--- src/rtl/pq_pkg.sv ---
package pq_pkg;
  localparam int BYTE_W = 8;
  localparam logic [BYTE_W-1:0] GF_POLY_LOW = 8'h1d;
endpackage

--- src/rtl/pq_gf_dbl.sv ---
module pq_gf_dbl #(
  parameter logic [7:0] POLY = pq_pkg::GF_POLY_LOW
) (
  input  logic [7:0] din,
  output logic [7:0] dout
);
  logic [7:0] neg_mask;
  always_comb begin
    neg_mask = ($signed(din) < 0) ? 8'hff : 8'h00;
    dout = {din[6:0], 1'b0} ^ (neg_mask & POLY);
  end
endmodule

--- src/rtl/pq_lane_acc.sv ---
module pq_lane_acc #(
  parameter logic [7:0] POLY = pq_pkg::GF_POLY_LOW
) (
  input  logic       clk,
  input  logic       rst,
  input  logic       load_first,
  input  logic       fold,
  input  logic       clear,
  input  logic [7:0] d,
  output logic [7:0] p,
  output logic [7:0] q
);
  logic [7:0] q_dbl;

  pq_gf_dbl #(.POLY(POLY)) u_dbl (.din(q), .dout(q_dbl));

  always_ff @(posedge clk) begin
    if (rst || clear) begin
      p <= '0;
      q <= '0;
    end else if (load_first) begin
      p <= d;
      q <= d;
    end else if (fold) begin
      p <= p ^ d;
      q <= q_dbl ^ d;
    end
  end
endmodule

--- src/rtl/pq_flow_ctrl.sv ---
module pq_flow_ctrl (
  input  logic clk,
  input  logic rst,
  input  logic in_valid,
  input  logic in_last,
  input  logic out_ready,
  output logic in_ready,
  output logic out_valid,
  output logic load_first,
  output logic fold,
  output logic clear
);
  logic expect_first;
  logic accept;

  always_comb begin
    in_ready   = !out_valid;
    accept     = in_valid && in_ready;
    load_first = accept && expect_first;
    fold       = accept && !expect_first;
    clear      = out_valid && out_ready;
  end

  always_ff @(posedge clk) begin
    if (rst) begin
      out_valid    <= 1'b0;
      expect_first <= 1'b1;
    end else begin
      if (accept) expect_first <= in_last;
      if (accept && in_last) out_valid <= 1'b1;
      else if (clear)        out_valid <= 1'b0;
    end
  end

  AST_READY_BLOCK: assert property (@(posedge clk) disable iff (rst)
    out_valid |-> !in_ready);
  AST_LAST_RAISES: assert property (@(posedge clk) disable iff (rst)
    (in_valid && in_ready && in_last) |=> out_valid);
endmodule

--- src/rtl/pq_syndrome_gen.sv ---
module pq_syndrome_gen #(
  parameter int LANES = 32,
  parameter logic [7:0] POLY = pq_pkg::GF_POLY_LOW
) (
  input  logic                clk,
  input  logic                rst,
  input  logic                in_valid,
  output logic                in_ready,
  input  logic                in_last,
  input  logic [8*LANES-1:0]  in_data,
  output logic                out_valid,
  input  logic                out_ready,
  output logic [8*LANES-1:0]  out_p,
  output logic [8*LANES-1:0]  out_q
);
  localparam int BW = pq_pkg::BYTE_W;
  localparam int DW = BW * LANES;

  logic load_first, fold, clear;

  pq_flow_ctrl u_ctrl (
    .clk(clk), .rst(rst), .in_valid(in_valid), .in_last(in_last),
    .out_ready(out_ready), .in_ready(in_ready), .out_valid(out_valid),
    .load_first(load_first), .fold(fold), .clear(clear)
  );

  for (genvar k = 0; k < LANES; k++) begin : g_lane
    pq_lane_acc #(.POLY(POLY)) u_acc (
      .clk(clk), .rst(rst), .load_first(load_first), .fold(fold),
      .clear(clear), .d(in_data[k*BW +: BW]),
      .p(out_p[k*BW +: BW]), .q(out_q[k*BW +: BW])
    );
  end

  AST_OUT_HOLD: assert property (@(posedge clk) disable iff (rst)
    (out_valid && !out_ready) |=> (out_valid && $stable(out_p) && $stable(out_q)));
  AST_CLEAR_AFTER_TAKE: assert property (@(posedge clk) disable iff (rst)
    (out_valid && out_ready) |=> (!out_valid && out_p == {DW{1'b0}} && out_q == {DW{1'b0}}));
  AST_IDLE_STABLE: assert property (@(posedge clk) disable iff (rst)
    (!(in_valid && in_ready) && !(out_valid && out_ready)) |=> ($stable(out_p) && $stable(out_q)));
endmodule

--- config.mk ---
export PLATFORM = sky130hd
export DESIGN_NAME = pq_syndrome_gen
export DESIGN_NICKNAME = d
export VERILOG_FILES = /design/src/rtl/pq_pkg.sv /design/src/rtl/pq_gf_dbl.sv /design/src/rtl/pq_lane_acc.sv /design/src/rtl/pq_flow_ctrl.sv /design/src/rtl/pq_syndrome_gen.sv
export SDC_FILE = /design/constraint.sdc
export NUM_CORES = 1
export LEC_CHECK = 0
export BUFFER_PORTS_ARGS = -buffer_cell sky130_fd_sc_hd__buf_2
export CAP_MARGIN = 40
export CORE_AREA = 2 2 303 305
export CTS_BUF_LIST = sky130_fd_sc_hd__clkbuf_4 sky130_fd_sc_hd__clkbuf_8 sky130_fd_sc_hd__clkbuf_16
export DETAILED_ROUTE_END_ITERATION = 8
export DIE_AREA = 0 0 305 307
export GPL_TIMING_DRIVEN = 0
export PLACE_DENSITY = 0.46
export REMOVE_ABC_BUFFERS = 1
export SLEW_MARGIN = 25
export SYNTH_ARGS = -nofsm -noshare
export SYNTH_HDL_FRONTEND = slang
export SYNTH_SLANG_ARGS = --single-unit
--- constraint.sdc ---
create_clock -name clk -period 3.15 [get_ports clk]
set_clock_uncertainty 0.05 [all_clocks]
set_input_delay 0.315 -clock clk [delete_from_list [all_inputs] [get_ports clk]]
set_output_delay 0.315 -clock clk [all_outputs]
set_load 0.01 [all_outputs]
==> impl_metrics.csv, run 1 <==
group,metric,value,unit
outcome,outcome,"finished, final reports clean",
grt,grt_antenna_before_repair,4,
timing,period_needed,2.87,ns
critical_path,startpoint_type,"register",
detailed_routing,routedWlPerCell,17.2,um
critical_path,crit_required,3.60,ns
detailed_routing,drt-initial-drc-count,1348,
synthesis,synthTopCellsByArea,"dfxtp_1 (41%), xnor2_1 (12%), o21ai_0 (10%)",
power_and_ir_drop,design_power_total,19600,uW
critical_path,crit_start,"u_ctrl.out_valid",
synthesis,syn_inst,3179,
layout,nets,4345,
timing,slew_headroom,0.545,
layout,fill_cells,9377,
grt,grt_pass1_vias,23093,
synthesis,synth_edf_count,0,
floorplan,start_util,0.279,
synthesis,netlist_area,25300,um^2
detailed_routing,dr.pass1.iters,5,
synthesis,yosysTopAreaCellShare,0.406,
synthesis,synthArstFlopShare,0,
critical_path,critPathKind,"register to register",
placed_design,place_ws,-0.0977,ns
critical_path,critPathMaxStageDelay,0.41,ns
synthesis,yosysSeqAreaShare,0.406,
placed_design,placedCellCount,4939,
layout,syn2layout_area_growth,40.5,%
detailed_routing,vias_per_cell,4.65,
critical_path,cp_data_arrival_time,3.32,ns
detailed_routing,ant_nets,0,
detailed_routing,wirelength,91300,um
floorplan,num_io_pins,775,
timing,rsz0062_at_grt,"no",
placed_design,place_congestion,0.782,
placed_design,dp_hpwl,64400,um
floorplan,die-area,93600,um^2
timing,fmax,0.348,GHz
layout,fin_cells,5316,
timing,tightestPinTransition,0.682,ns
critical_path,crit_chain,"nor2b_4, buf_12, buf_12, buf_16, buf_16, buf_12, buf_16, buf_16, buf_16, buf_16, o21ai_0, a22oi_1, nor2_1",
clock_tree,cts_tree,"yes",
critical_path,r2r-start,"u_ctrl.out_valid",
worst_hold_path,min-delay-start,"in_data[203]",
clock_tree,clk_pin_slew,0.06,ns
synthesis,yosysMostFrequentCell,"dfxtp_1",
power_and_ir_drop,power_density,551,nW/um^2
synthesis,synth_top_cell_by_area,"dfxtp_1",
critical_path,crit_fanout,34,
clock_tree,numCtsBuffers,67,
grt,grt-ovfl-total,0,
synthesis,ys_types,24,
clock_tree,cts_max_level,3,
timing,setup_viol,0,
clock_tree,clock-root-buffer,"clkbuf_16",
grt,grt_max_degree,72,
layout,drive_gt1_frac,0.236,
clock_tree,cts_buffer_depth,3,
detailed_routing,via_count,24716,
synthesis,syn_area_per_cell,7.97,um^2
placed_design,port_buffers,774,
synthesis,synth-seq-cells,514,
worst_hold_path,hold_path_class,"input port to register",
synthesis,synthTopCellsByCount,"dfxtp_1 (514), nor2_1 (512), o21ai_0 (509)",
floorplan,coreArea,90700,um^2
synthesis,synth_ff_type,"dfxtp_1",
floorplan,rows,111,
critical_path,critical_path.endpoint_type,"register",
synthesis,yosysWarnings,0,
timing,maxSlewViolCount,0,
grt,grt_pass1_wl,139000,um
floorplan,die_h,307,um
timing,final-hold-violation-count,0,
grt,grtUsageTotal,0.186,
power_and_ir_drop,peakVddDrop,336,uV
floorplan,die_x,305,um
detailed_routing,drc,0,
power_and_ir_drop,p_leak,0.0143,uW
critical_path,cpMostUsedCell,"buf_16",
clock_tree,clk_latency,0.62,ns
timing,setup_ws,0.279,ns
critical_path,slowest_stage,"dfxtp_2",
timing,min_period_over_period,0.911,
run,max-cap-violations,0,
clock_tree,cts.sinks,514,
## final cells by class
type	instances	area, um^2	area share
Sequential cell	514	10300	0.289
Clock inverter	10	115	0.00323
Clock buffer	104	2120	0.0596
Multi-Input combinational cell	2410	13800	0.386
Inverter	1	3.75	0.000105
Antenna cell	1	2.50	0.0000703
Timing Repair Buffer	1090	7830	0.220
Tap cell	1186	1480	0.0417
## metal layers
metal	vias to the layer above	share of wire	track usage
met1	11130	0.42	0.223
met3	153	0.066	0.0529
met2	627	0.47	0.310
met5	-	0.00030	0
li1	12802	-	-
met4	4	0.038	0.0773
## sequential cells by signal, indices dropped and copies added (netlist names)
name,flops
g_lane.u_acc.q,256
u_ctrl.out_valid,1
g_lane.u_acc.p,256
u_ctrl.expect_first,1
## worst paths after layout
| check | endpoint | slack, ns | cells past startpoint |
|---|---|---|---|
| setup / recovery | g_lane[15].u_acc.p[7] | 0.28 | 13 |
| hold reg to reg | g_lane[10].u_acc.q[4] | 0.44 | 2 |
| setup reg to reg | g_lane[15].u_acc.p[7] | 0.28 | 13 |
| hold / removal | g_lane[25].u_acc.q[3] | 0.16 | 3 |
## cell families (layout without fill, tap and decap cells)
family / Yosys count / count (layout) / share of synthesized area
AO/OA/AOI/OAI: 1122 / 1123 / 0.263
XOR/XNOR: 352 / 352 / 0.122
buffers and inverters: 256 / 1205 / 0.0525
flip-flops: 514 / 514 / 0.406
other: 0 / 1 / 0
AND/OR/NAND/NOR: 935 / 935 / 0.157
## stage by stage
step           TNS, ns  cell area (um^2)  hold slack, ns  utilization
2_1_floorplan        -             24000           0.334            -
3_3_place_gp         -             29400           0.421        0.324
3_5_place_dp    -0.679             30800           0.432        0.339
4_1_cts              0             35600          0.0640        0.393
5_1_grt              0             35600           0.125        0.393
6_report             0             35600           0.160        0.393
## worst max-delay path, delay by kind of cell, from the launching register on
family	cells	cell delay [ns]
AOI/OAI and AO/OA	2	0.25
and+or+nand+nor	2	0.25
DFF	1	0.41
buffers and inverters	9	1.71
## layout by cell type, fill, tap and decap left out
| master | netlist | final |
|---|---|---|
| inv_6 | 0 | 3 |
| dfxtp_4 | 0 | 1 |
| buf_2 | 94 | 774 |
| xnor2_1 | 352 | 352 |
| clkbuf_4 | 0 | 17 |
| nand2_1 | 258 | 258 |
| dfxtp_1 | 514 | 512 |
| buf_12 | 0 | 22 |
| nor2b_2 | 22 | 22 |
| a21oi_4 | 0 | 1 |
| clkinv_2 | 0 | 4 |
| nor2b_4 | 0 | 1 |
| clkbuf_8 | 0 | 16 |
| dlygate4sd3_1 | 0 | 259 |
| o21ai_1 | 98 | 98 |
| nor2_1 | 512 | 512 |
| o21ai_0 | 509 | 509 |
| a211oi_1 | 160 | 160 |
| a21oi_1 | 96 | 96 |
| a21o_2 | 0 | 1 |
| buf_16 | 0 | 33 |
| a22oi_1 | 256 | 256 |
| nand2b_1 | 2 | 1 |
| nand3b_1 | 1 | 1 |
| bufinv_16 | 0 | 2 |
| inv_1 | 1 | 1 |
| clkbuf_16 | 0 | 71 |
| clkinv_4 | 0 | 1 |
| a21o_4 | 0 | 1 |
| diode_2 | 0 | 1 |
| buf_4 | 18 | 2 |
| o31ai_1 | 1 | 1 |
| nor2b_1 | 139 | 138 |
| nand3_1 | 1 | 1 |
| nand2b_4 | 0 | 1 |
| dfxtp_2 | 0 | 1 |
## report_power, final
group | internal, uW | leakage (uW) | total, uW | switching, uW
sequential | 7070 | 0.00425 | 7600 | 531
clock | 4790 | 0.00113 | 7840 | 3050
combinational | 1940 | 0.00890 | 4200 | 2260
## timing repair
action                                  in CTS  in global routing
gates resized for setup                      0                  1
buffers inserted                             2                  0
cloned                                       0                  1
pin swaps                                    0                  1
hold buffers                               259                  0
endpoints found under the hold margin      508                  0
endpoints found under the setup margin      13                 57
No activity file was read; power rests on OpenSTA's default activity.
==> inputs of run 2 (changes only) <==
--- a/config.mk
+++ b/config.mk
@@ -11,7 +11,6 @@
 export CTS_BUF_LIST = sky130_fd_sc_hd__clkbuf_4 sky130_fd_sc_hd__clkbuf_8 sky130_fd_sc_hd__clkbuf_16
 export DETAILED_ROUTE_END_ITERATION = 8
 export DIE_AREA = 0 0 305 307
-export GPL_TIMING_DRIVEN = 0
 export PLACE_DENSITY = 0.46
 export REMOVE_ABC_BUFFERS = 1
 export SLEW_MARGIN = 25
==> impl_metrics.csv, run 2 (synthesized netlist as in run 1, its figures left out) <==
group,metric,value,unit
critical_path,regToRegSetupSlack,1.11,ns
timing,finalSetupTns,0,ns
critical_path,r2r-start,"u_ctrl.out_valid",
timing,rsz0062_at_grt,"no",
timing,period_needed,2.04,ns
critical_path,worstReg2RegEnd,"g_lane[20].u_acc.p[4]",
power_and_ir_drop,swShare,0.303,
critical_path,startpoint_type,"register",
power_and_ir_drop,peakVddDrop,406,uV
placed_design,place_congestion,0.814,
clock_tree,cts_setup_buffers,0,
critical_path,slowest_stage,"dfxtp_1",
placed_design,place_area,30200,um^2
floorplan,die-area,93600,um^2
layout,mostFrequentLayoutCells,"buf_2 (774), dfxtp_1 (513), nor2_1 (512)",
clock_tree,clk_pin_slew,0.06,ns
critical_path,crit_required,3.59,ns
grt,grt_pass1_vias,23201,
clock_tree,cts.sinks,514,
placed_design,dp_hpwl,65400,um
clock_tree,cts.repair.resized,0,
grt,grt_antenna_before_repair,2,
critical_path,reg2reg_depth,5,
timing,fmax,0.490,GHz
grt,grt_pass1_wl,141000,um
floorplan,die_x,305,um
timing,setup_viol,0,
critical_path,crit_chain,"nand2b_4, buf_4, o21ai_0, a22oi_1, nor2_1",
detailed_routing,routedWlPerCell,17.4,um
power_and_ir_drop,power_density,540,nW/um^2
critical_path,critical_path.endpoint_type,"register",
layout,fin_area,34700,um^2
placed_design,port_buffers,774,
floorplan,num_io_pins,775,
critical_path,cp_data_arrival_time,2.48,ns
worst_hold_path,holdPathStages,3,
clock_tree,clk_latency,0.62,ns
layout,drive_gt1_frac,0.235,
grt,grtUsageTotal,0.188,
critical_path,critPathKind,"register to register",
worst_hold_path,hold_path_end,"g_lane[25].u_acc.p[3]",
power_and_ir_drop,pwr-share-clk,0.378,
power_and_ir_drop,p_leak,0.0139,uW
clock_tree,hold_buffers,258,
grt,grt-ovfl-total,0,
floorplan,coreArea,90700,um^2
clock_tree,cts_tree,"yes",
timing,tightestPinTransition,0.776,ns
critical_path,cp_top_family,"simple AND/OR/NAND/NOR gates",
worst_hold_path,hold_path_class,"input port to register",
power_and_ir_drop,p_seq_frac,0.407,
critical_path,critPathBufInv,1,
timing,maxSlewViolCount,0,
layout,final_common_cell,"buf_2",
clock_tree,cts_max_level,2,
detailed_routing,vias_per_cell,4.68,
floorplan,die_h,307,um
clock_tree,numCtsBuffers,60,
critical_path,critPathMaxStageDelay,0.53,ns
layout,nets,4343,
detailed_routing,ant_nets,0,
power_and_ir_drop,switching_power,5690,uW
clock_tree,cts_buffer_depth,3,
power_and_ir_drop,intPower,13100,uW
worst_hold_path,min-delay-start,"in_data[203]",
timing,final-hold-violation-count,0,
grt,grt_max_degree,115,
critical_path,crit_fanout,31,
detailed_routing,drt-initial-drc-count,1423,
run,max-cap-violations,0,
layout,syn2layout_area_growth,37.0,%
outcome,outcome,"finished, final reports clean",
detailed_routing,wirelength,92400,um
floorplan,rows,111,
detailed_routing,via_count,24871,
timing,slew_headroom,0.482,
power_and_ir_drop,p_comb_frac,0.215,
floorplan,start_util,0.279,
clock_tree,clock-root-buffer,"clkbuf_16",
detailed_routing,drc,0,
timing,min_period_over_period,0.648,
detailed_routing,dr.pass1.iters,5,
layout,reg.largest.list,"g_lane.u_acc.p: 256 flops, g_lane.u_acc.q: 256 flops",
[run 2: cell types whose count changed in the layout (fill, tap and decap cells not counted), moves of 3 or more]
cell	previous run	this run
buf_4	2	42
clkinv_2	4	7
clkbuf_16	71	61
inv_6	3	0
buf_16	33	0
[run 2: worst min-delay path, stage by stage]
cell and delay [ns]:
buf_2 0.19, a22oi_1 0.19, nor2_1 0.05
[run 2: layer usage]
layer / GRT usage / up-vias / wire length, um
li1: - / 12786 / -
met1: 0.230 / 11317 / 39400
met2: 0.317 / 618 / 43700
met3: 0.0482 / 148 / 6060
met4: 0.0671 / 2 / 3230
met5: 0 / - / 17
[run 2: stage by stage]
step | utilization | instances | total power (uW) | setup WS, ns | hold WS [ns]
3_5_place_dp | 0.333 | 4948 | 11600 | 1.07 | 0.430
3_3_place_gp | 0.333 | 4948 | 11600 | 1.11 | 0.426
5_1_grt | 0.383 | 5311 | 19800 | 0.879 | 0.119
4_1_cts | 0.383 | 5310 | 19100 | 1.05 | 0.0696
2_1_floorplan | - | 2924 | 10500 | -21.02 | 0.334
6_report | 0.383 | 5311 | 18800 | 1.11 | 0.130
[run 2: layout make-up]
type                            instances  area [um^2]
Inverter                                1         3.75
Tap cell                             1186         1480
Antenna cell                            1         2.50
Sequential cell                       514        10300
Clock inverter                         11          114
Clock buffer                           93         1870
Fill cell                            9624        56000
Timing Repair Buffer                 1096         7210
Multi-Input combinational cell       2409        13800
[run 2: worst max-delay path by stage]
stage                     startpoint                     to  slack [ns]  cells past startpoint
CTS                 u_ctrl.out_valid  g_lane[20].u_acc.p[4]        1.05                      5
global placement    u_ctrl.out_valid  g_lane[28].u_acc.p[0]        1.11                      5
detailed placement  u_ctrl.out_valid  g_lane[28].u_acc.p[0]        1.07                      5
global route        u_ctrl.out_valid  g_lane[10].u_acc.p[6]        0.88                      5
floorplan           u_ctrl.out_valid   g_lane[0].u_acc.p[0]      -21.02                      4
finish              u_ctrl.out_valid  g_lane[20].u_acc.p[4]        1.11                      5
[run 2: power groups by stage]
| stage | Sequential [uW] | Clock [uW] | Combinational (uW) |
|---|---|---|---|
| detailed placement | 7790 | 0 | 3790 |
| global route | 7740 | 7540 | 4480 |
| floorplan | 8060 | 0 | 2430 |
| finish | 7640 | 7090 | 4030 |
| CTS | 7650 | 7340 | 4080 |
| global placement | 7780 | 0 | 3780 |
